[src/rtl/bmalloc_pkg.sv]
package bmalloc_pkg;
  typedef enum logic {
    OP_ALLOC = 1'b0,
    OP_FREE  = 1'b1
  } op_e;

  typedef enum logic [1:0] {
    ST_IDLE   = 2'd0,
    ST_SEARCH = 2'd1,
    ST_FREE   = 2'd2
  } state_e;
endpackage

[src/rtl/bmalloc_size_decode.sv]
// Turns a byte size into a block count mask and a power-of-two search stride.
module bmalloc_size_decode #(
  parameter  int SIZE_W    = 16,
  parameter  int BLK_SH    = 8,
  parameter  int WORD_BITS = 32,
  localparam int CNT_W     = SIZE_W + 1 - BLK_SH,
  localparam int MAXLOG    = $clog2(WORD_BITS),
  localparam int LOG_W     = $clog2(MAXLOG + 1)
) (
  input  logic [SIZE_W-1:0]    size,
  output logic                 valid,
  output logic [LOG_W-1:0]     span_log,
  output logic [WORD_BITS-1:0] need_mask
);
  localparam logic [SIZE_W:0] ROUND = (SIZE_W + 1)'((1 << BLK_SH) - 1);

  logic [CNT_W-1:0] blocks;

  // Ceiling division by the block size.
  assign blocks = CNT_W'(({1'b0, size} + ROUND) >> BLK_SH);
  assign valid  = (size != '0) && (blocks <= CNT_W'(WORD_BITS));

  // Smallest power of two covering the count: descending scan, last hit wins.
  always_comb begin
    span_log = LOG_W'(MAXLOG);
    for (int i = MAXLOG; i >= 0; i--) begin
      if ((CNT_W'(1) << i) >= blocks) span_log = LOG_W'(i);
    end
  end

  // Low-order run of ones, saturating at a full word.
  always_comb begin
    for (int b = 0; b < WORD_BITS; b++) need_mask[b] = (CNT_W'(b) < blocks);
  end
endmodule

[src/rtl/bmalloc_slot_probe.sv]
// Places a run mask at a bit position and tests it against one map word.
module bmalloc_slot_probe #(
  parameter  int MAP_WORDS = 2,
  parameter  int WORD_BITS = 32,
  localparam int WIDX_W    = (MAP_WORDS > 1) ? $clog2(MAP_WORDS) : 1,
  localparam int POS_W     = $clog2(WORD_BITS)
) (
  input  logic [MAP_WORDS-1:0][WORD_BITS-1:0] map,
  input  logic [WIDX_W-1:0]                   widx,
  input  logic [POS_W-1:0]                    pos,
  input  logic [WORD_BITS-1:0]                need_mask,
  output logic [WORD_BITS-1:0]                place_mask,
  output logic                                fits
);
  logic [WORD_BITS-1:0] sel_word;

  always_comb begin
    sel_word = '0;
    for (int w = 0; w < MAP_WORDS; w++) begin
      if (WIDX_W'(w) == widx) sel_word = map[w];
    end
  end

  assign place_mask = need_mask << pos;
  assign fits       = ((sel_word & place_mask) == '0);
endmodule

[src/rtl/bmalloc_bitmap.sv]
// Occupancy registers: one word per map entry, bit set means block in use.
module bmalloc_bitmap #(
  parameter  int MAP_WORDS = 2,
  parameter  int WORD_BITS = 32,
  localparam int WIDX_W    = (MAP_WORDS > 1) ? $clog2(MAP_WORDS) : 1
) (
  input  logic                                clk,
  input  logic                                rst,
  input  logic                                set_en,
  input  logic                                clr_en,
  input  logic [WIDX_W-1:0]                   widx,
  input  logic [WORD_BITS-1:0]                mask,
  output logic [MAP_WORDS-1:0][WORD_BITS-1:0] map_q
);
  always_ff @(posedge clk) begin
    if (rst) begin
      map_q <= '0;
    end else begin
      for (int w = 0; w < MAP_WORDS; w++) begin
        if (WIDX_W'(w) == widx) begin
          if (set_en)      map_q[w] <= map_q[w] | mask;
          else if (clr_en) map_q[w] <= map_q[w] & ~mask;
        end
      end
    end
  end

  logic [WORD_BITS-1:0] cur_word;
  always_comb begin
    cur_word = '0;
    for (int w = 0; w < MAP_WORDS; w++) begin
      if (WIDX_W'(w) == widx) cur_word = map_q[w];
    end
  end

  p_reset_empty_r1: assert property (@(posedge clk)
    rst |=> (map_q == '0));

  p_no_overlap_r4: assert property (@(posedge clk) disable iff (rst)
    set_en |-> ((cur_word & mask) == '0));

  p_set_lands_r5: assert property (@(posedge clk) disable iff (rst)
    set_en |=> ((map_q[$past(widx)] & $past(mask)) == $past(mask)));

  p_clear_lands_r7: assert property (@(posedge clk) disable iff (rst)
    clr_en |=> ((map_q[$past(widx)] & $past(mask)) == '0));

  p_single_op_r9: assert property (@(posedge clk) disable iff (rst)
    !(set_en && clr_en));
endmodule

[src/rtl/bmalloc_top.sv]
// Bitmap allocator: aligned first-fit search, one candidate per clock.
module bmalloc_top #(
  parameter  int MEM_BYTES = 16384,
  parameter  int MAP_WORDS = 2,
  parameter  int WORD_BITS = 32,
  parameter  int SIZE_W    = 16,
  localparam int BLOCKS    = MAP_WORDS * WORD_BITS,
  localparam int BLK_BYTES = MEM_BYTES / BLOCKS,
  localparam int BLK_SH    = $clog2(BLK_BYTES),
  localparam int OFF_W     = $clog2(MEM_BYTES) + 1,
  localparam int WIDX_W    = (MAP_WORDS > 1) ? $clog2(MAP_WORDS) : 1,
  localparam int POS_W     = $clog2(WORD_BITS),
  localparam int LOG_W     = $clog2(POS_W + 1),
  localparam int FBLK_W    = OFF_W - BLK_SH
) (
  input  logic              clk,
  input  logic              rst,
  input  logic              req_valid,
  input  logic              req_op,
  input  logic [SIZE_W-1:0] req_size,
  input  logic [OFF_W-1:0]  req_offset,
  output logic              busy,
  output logic              done,
  output logic [OFF_W-1:0]  resp_offset
);
  import bmalloc_pkg::*;

  localparam logic [OFF_W-1:0] OOM = OFF_W'(MEM_BYTES);

  state_e              state_q;
  op_e                 op_q;
  logic [SIZE_W-1:0]   size_q;
  logic [OFF_W-1:0]    off_q;
  logic [WIDX_W-1:0]   widx_q;
  logic [POS_W-1:0]    pos_q;
  logic                busy_q, done_q;
  logic [OFF_W-1:0]    resp_q;

  // Size decode (shared by both operations).
  logic                 dec_valid;
  logic [LOG_W-1:0]     span_log;
  logic [WORD_BITS-1:0] need_mask;

  bmalloc_size_decode #(
    .SIZE_W(SIZE_W), .BLK_SH(BLK_SH), .WORD_BITS(WORD_BITS)
  ) u_dec (
    .size(size_q), .valid(dec_valid), .span_log(span_log), .need_mask(need_mask)
  );

  // Release addressing.
  logic [FBLK_W-1:0] free_blk, free_word;
  logic [POS_W-1:0]  free_bit;
  logic              free_in_range;

  assign free_blk      = off_q[OFF_W-1:BLK_SH];
  assign free_word     = free_blk >> POS_W;
  assign free_bit      = free_blk[POS_W-1:0];
  assign free_in_range = (free_word < FBLK_W'(MAP_WORDS));

  // Probe: search candidate, or the release location.
  logic [MAP_WORDS-1:0][WORD_BITS-1:0] map_q;
  logic [WIDX_W-1:0]    probe_widx;
  logic [POS_W-1:0]     probe_pos;
  logic [WORD_BITS-1:0] place_mask;
  logic                 fits;

  assign probe_widx = (state_q == ST_FREE) ? free_word[WIDX_W-1:0] : widx_q;
  assign probe_pos  = (state_q == ST_FREE) ? free_bit : pos_q;

  bmalloc_slot_probe #(
    .MAP_WORDS(MAP_WORDS), .WORD_BITS(WORD_BITS)
  ) u_probe (
    .map(map_q), .widx(probe_widx), .pos(probe_pos), .need_mask(need_mask),
    .place_mask(place_mask), .fits(fits)
  );

  logic set_en, clr_en;
  assign set_en = (state_q == ST_SEARCH) && dec_valid && fits;
  assign clr_en = (state_q == ST_FREE) && free_in_range;

  bmalloc_bitmap #(
    .MAP_WORDS(MAP_WORDS), .WORD_BITS(WORD_BITS)
  ) u_map (
    .clk(clk), .rst(rst), .set_en(set_en), .clr_en(clr_en),
    .widx(probe_widx), .mask(place_mask), .map_q(map_q)
  );

  // Candidate stepping.
  logic [POS_W:0]            next_pos;
  logic                      wrap, last_cand;
  logic [WIDX_W+POS_W-1:0]   blk_found;
  logic [OFF_W-1:0]          found_off;

  assign next_pos  = {1'b0, pos_q} + ((POS_W + 1)'(1) << span_log);
  assign wrap      = next_pos[POS_W];
  assign last_cand = wrap && (widx_q == WIDX_W'(MAP_WORDS - 1));
  assign blk_found = {widx_q, pos_q};
  assign found_off = OFF_W'(blk_found) << BLK_SH;

  always_ff @(posedge clk) begin
    if (rst) begin
      state_q <= ST_IDLE;
      op_q    <= OP_ALLOC;
      size_q  <= '0;
      off_q   <= '0;
      widx_q  <= '0;
      pos_q   <= '0;
      busy_q  <= 1'b0;
      done_q  <= 1'b0;
      resp_q  <= '0;
    end else begin
      done_q <= 1'b0;
      case (state_q)
        ST_IDLE: begin
          if (req_valid) begin
            op_q    <= op_e'(req_op);
            size_q  <= req_size;
            off_q   <= req_offset;
            widx_q  <= '0;
            pos_q   <= '0;
            busy_q  <= 1'b1;
            state_q <= req_op ? ST_FREE : ST_SEARCH;
          end
        end
        ST_SEARCH: begin
          if (!dec_valid || fits || last_cand) begin
            resp_q  <= (dec_valid && fits) ? found_off : OOM;
            done_q  <= 1'b1;
            busy_q  <= 1'b0;
            state_q <= ST_IDLE;
          end else if (wrap) begin
            widx_q <= WIDX_W'(widx_q + 1'b1);
            pos_q  <= '0;
          end else begin
            pos_q <= next_pos[POS_W-1:0];
          end
        end
        ST_FREE: begin
          resp_q  <= off_q;
          done_q  <= 1'b1;
          busy_q  <= 1'b0;
          state_q <= ST_IDLE;
        end
        default: state_q <= ST_IDLE;
      endcase
    end
  end

  assign busy        = busy_q;
  assign done        = done_q;
  assign resp_offset = resp_q;

  // Alignment helper for checks.
  logic [POS_W-1:0] span_low;
  logic [OFF_W-1:0] resp_blk;
  assign span_low = POS_W'((32'(1) << span_log) - 1);
  assign resp_blk = resp_q >> BLK_SH;

  p_done_pulse_r9: assert property (@(posedge clk) disable iff (rst)
    done_q |=> !done_q);

  p_done_not_busy_r9: assert property (@(posedge clk) disable iff (rst)
    done_q |-> !busy_q);

  p_busy_from_req_r9: assert property (@(posedge clk) disable iff (rst)
    $rose(busy_q) |-> $past(req_valid));

  p_hold_while_busy_r9: assert property (@(posedge clk) disable iff (rst)
    busy_q |=> ($stable(size_q) && $stable(off_q)));

  p_fail_code_r3: assert property (@(posedge clk) disable iff (rst)
    (done_q && op_q == OP_ALLOC && !dec_valid) |-> (resp_q == OOM));

  p_span_aligned_r4: assert property (@(posedge clk) disable iff (rst)
    (done_q && op_q == OP_ALLOC && resp_q != OOM) |->
      ((resp_q < OOM) && (POS_W'(resp_blk) & span_low) == '0));
endmodule

[config.mk]
export PLATFORM = sky130hd
export DESIGN_NAME = bmalloc_top
export DESIGN_NICKNAME = d
export VERILOG_FILES = /design/src/rtl/bmalloc_pkg.sv /design/src/rtl/bmalloc_size_decode.sv /design/src/rtl/bmalloc_slot_probe.sv /design/src/rtl/bmalloc_bitmap.sv /design/src/rtl/bmalloc_top.sv
export SDC_FILE = /design/constraint.sdc
export NUM_CORES = 1
export LEC_CHECK = 0
export ABC_AREA = 0
export BUFFER_PORTS_ARGS = -buffer_cell sky130_fd_sc_hd__clkbuf_2
export CAP_MARGIN = 20
export CORE_MARGIN = 2
export CORE_UTILIZATION = 58
export DETAILED_ROUTE_END_ITERATION = 10
export PLACE_DENSITY = 0.78
export SLEW_MARGIN = 40
export SYNTH_ARGS = -nofsm -noshare
export SYNTH_HDL_FRONTEND = slang
export SYNTH_SLANG_ARGS = --single-unit
[constraint.sdc]
create_clock -name clk -period 4.95 [get_ports clk]
set_input_delay 1.485 -clock clk [delete_from_list [all_inputs] [get_ports clk]]
set_output_delay 1.485 -clock clk [all_outputs]
set_load 0.01 [all_outputs]
==> results.yml <==
run_status:
  status: "completed"
setup_path:
  r2r_setup_slack_ns: 0.15
  cp-end-kind: "register"
  worstPathMaxFanout: 32
  critPathRequiredTime_ns: 5.29
  worstPathArrival_ns: 5.14
  criticalPathCategory: "register to register"
  r2r-start: "state_q[0]"
  worstSetupStartpointType: "register"
  reg2reg_depth: 20
detailed_routing:
  vias_per_cell: 7.24
  drcViolationCount: 0
  wl_per_cell_um: 24.3
  dr.first_iter.drc_count: 1875
  final_antenna_net_count: 0
  via_count: 10400
  first_pass_iters: 7
  wirelength_um: 34800
sta:
  hold_violations: 0
  max_slew_margin_pct: 43.3
  setup_slack_ns: 0.146
  rsz0062_at_grt: "no"
  setup_viol: 0
  fin_crit_sh_pct: 97.1
  period_minus_slack_ns: 4.80
  finClkSkew_ns: 0.0185
  tightest_slew_ns: 0.828
  fmax_mhz: 208
  maxSlewViolCount: 0
power_and_ir_drop:
  power_density_nw_per_um2: 345
  ir_worst_vdd_v: 0.000239
  leakagePower_nw: 4.15
  power.total_w: 0.00361
global_routing:
  first_global_vias: 9536
  met2_usage_pct: 62.7
  grt_start_max_net_pins: 76
  met1_usage_pct: 56.7
  grt_use_met3_pct: 11.3
  globalRouteTotalUtil_pct: 42.1
  grt_antenna_before_repair: 0
  grt.busiest_layer: "met2"
  gr-total-overflow: 0
  grt_pass1_wl_um: 54000
hold_path:
  holdPathStages: 2
  hold_class: "register to register"
  hold_path.startpoint: "resp_offset[5]"
  holdPathEnd: "resp_offset[5]"
synth:
  yosysWarnings: 0
  synthTopCellsByArea: "dfxtp_1 (27%), o211ai_1 (7.0%), nand2_1 (5.9%)"
  syn_avg_cell_area_um2: 7.65
  synth_top_area_share_pct: 27.2
  synthDistinctLibCells: 92
  synth_fp_nets: 1200
  synth_area_um2: 8840
  async_flop_share_pct: 0
  ys_seq_elements: 120
  seq_area_frac_synth_pct: 27.2
  synth_edf_count: 0
  synth_largest_area_cell: "dfxtp_1"
  ys.flop_type: "dfxtp_1"
  postSynthCellCount: 1155
clock_tree:
  clock_latency_ns: 0.43
  hold_buffers: 0
  clockRootBuffer: "clkbuf_16"
  cts_tree: "built"
  clock-sinks: 120
  cts_buffers: 17
  clk_pin_slew_ns: 0.06
  htreeDepth: 4
  cts.path.max_buffers: 2
die:
  die_h_um: 127
  std_cell_rows: 45
  ios: 52
  initial_core_util_pct: 58.8
  coreArea_um2: 15000
  dieArea_um2: 16200
  die_x_um: 127
finish:
  drive_gt1_share_pct: 20.8
  diodes: 0
  syn2layout_area_growth_pct: 18.2
  final_common_cell: "nand2_1"
  final_cell_mix: "nand2_1 (140), dfxtp_1 (120), buf_4 (94)"
  nets: 1277
  fin_cells: 1433
placed_design:
  gp_congestion: 1.14
  pre_cts_slack_ns: -0.0239
  dp_cells: 1400
  io_buffers: 51
  hpwlAfterDp_um: 24900
job:
  maxCapViolations: 0
==> logic make-up after synthesis <==
family,after synthesis,synth area share (%)
AO/OA/AOI/OAI,462,37.5
AND/OR/NAND/NOR,389,21.1
flip-flops,120,27.2
buffers and inverters,111,5.41
multiplexers,55,6.50
adder cells (fa/ha/maj),11,1.61
XOR/XNOR,7,0.693
==> worst max-delay path, stage by stage (launching register included) <==
cell and delay [ns]:
dfxtp_1 0.38, inv_1 0.10, ha_1 0.26, buf_4 0.17, mux2i_4 0.51, buf_4 0.26
mux2i_1 0.19, buf_4 0.19, nor2_1 0.05, o21ai_0 0.13, o311ai_0 0.22, a211oi_1 0.32
nand3_1 0.11, nor4_1 0.35, buf_4 0.18, and4b_1 0.25, and3_1 0.22, buf_12 0.18
nand4b_1 0.12, buf_4 0.27, o21ai_0 0.24
==> repair_timing <==
action                     in CTS  in global routing
buffers inserted                0                  1
setup endpoints to repair       8                 86
pin swaps                       0                  2
gates resized for setup         1                 18
==> layer usage <==
| metal | routed length, µm | vias to the layer above |
|---|---|---|
| li1 | - | 4567 |
| met1 | 14000 | 4798 |
| met5 | 0 | - |
| met3 | 4340 | 158 |
| met4 | 1780 | 0 |
| met2 | 14700 | 857 |
==> cells in the mapped netlist (15+ instances only) <==
cell,number
nand2_1,140
dfxtp_1,120
nor2_1,91
o211ai_1,83
a21oi_1,82
clkbuf_1,63
o21ai_0,63
mux2i_1,39
nor3_1,31
o21ai_1,29
nand3_1,27
inv_1,21
a211oi_1,20
mux2_2,15
==> how the worst max path moves through the flow <==
stage               slack, ns        from  cells past startpoint         end
global placement         0.04   size_q[5]                     15    register
detailed placement      -0.02   size_q[5]                     15    register
global route            0.007   size_q[5]                     14  state_q[1]
CTS                      0.05   size_q[5]                     15    register
floorplan                0.67  state_q[0]                     15        busy
finish                   0.15  state_q[0]                     20    register
==> metrics by stage <==
stage	area, µm²	hold WS [ns]	util [%]	setup TNS [ns]
after global placement	9700	0.443	64.5	0
after CTS	10400	0.455	68.9	0
final	10500	0.454	69.5	0
after global routing	10500	0.479	69.5	0
after floorplan	8840	0.437	-	0
after detailed placement	9700	0.446	64.5	-0.0312
==> power breakdown <==
group          leakage [nW]  internal [W]  switching [W]
clock network         0.313      0.000858       0.000532
registers             0.974       0.00101      0.0000424
logic                  2.86      0.000402       0.000757
total                  4.15       0.00227        0.00133
==> final cells by class <==
| class | instances | area (µm²) |
|---|---|---|
| multi-input cells | 924 | 6080 |
| fillers | 1211 | 4580 |
| flip-flops and latches | 120 | 2400 |
| repair buffers | 147 | 1000 |
| clock buffers | 17 | 425 |
| well taps | 188 | 235 |
| clock inverters | 15 | 216 |
| inverters | 22 | 82.6 |
Power figures use the tool's default switching activity.
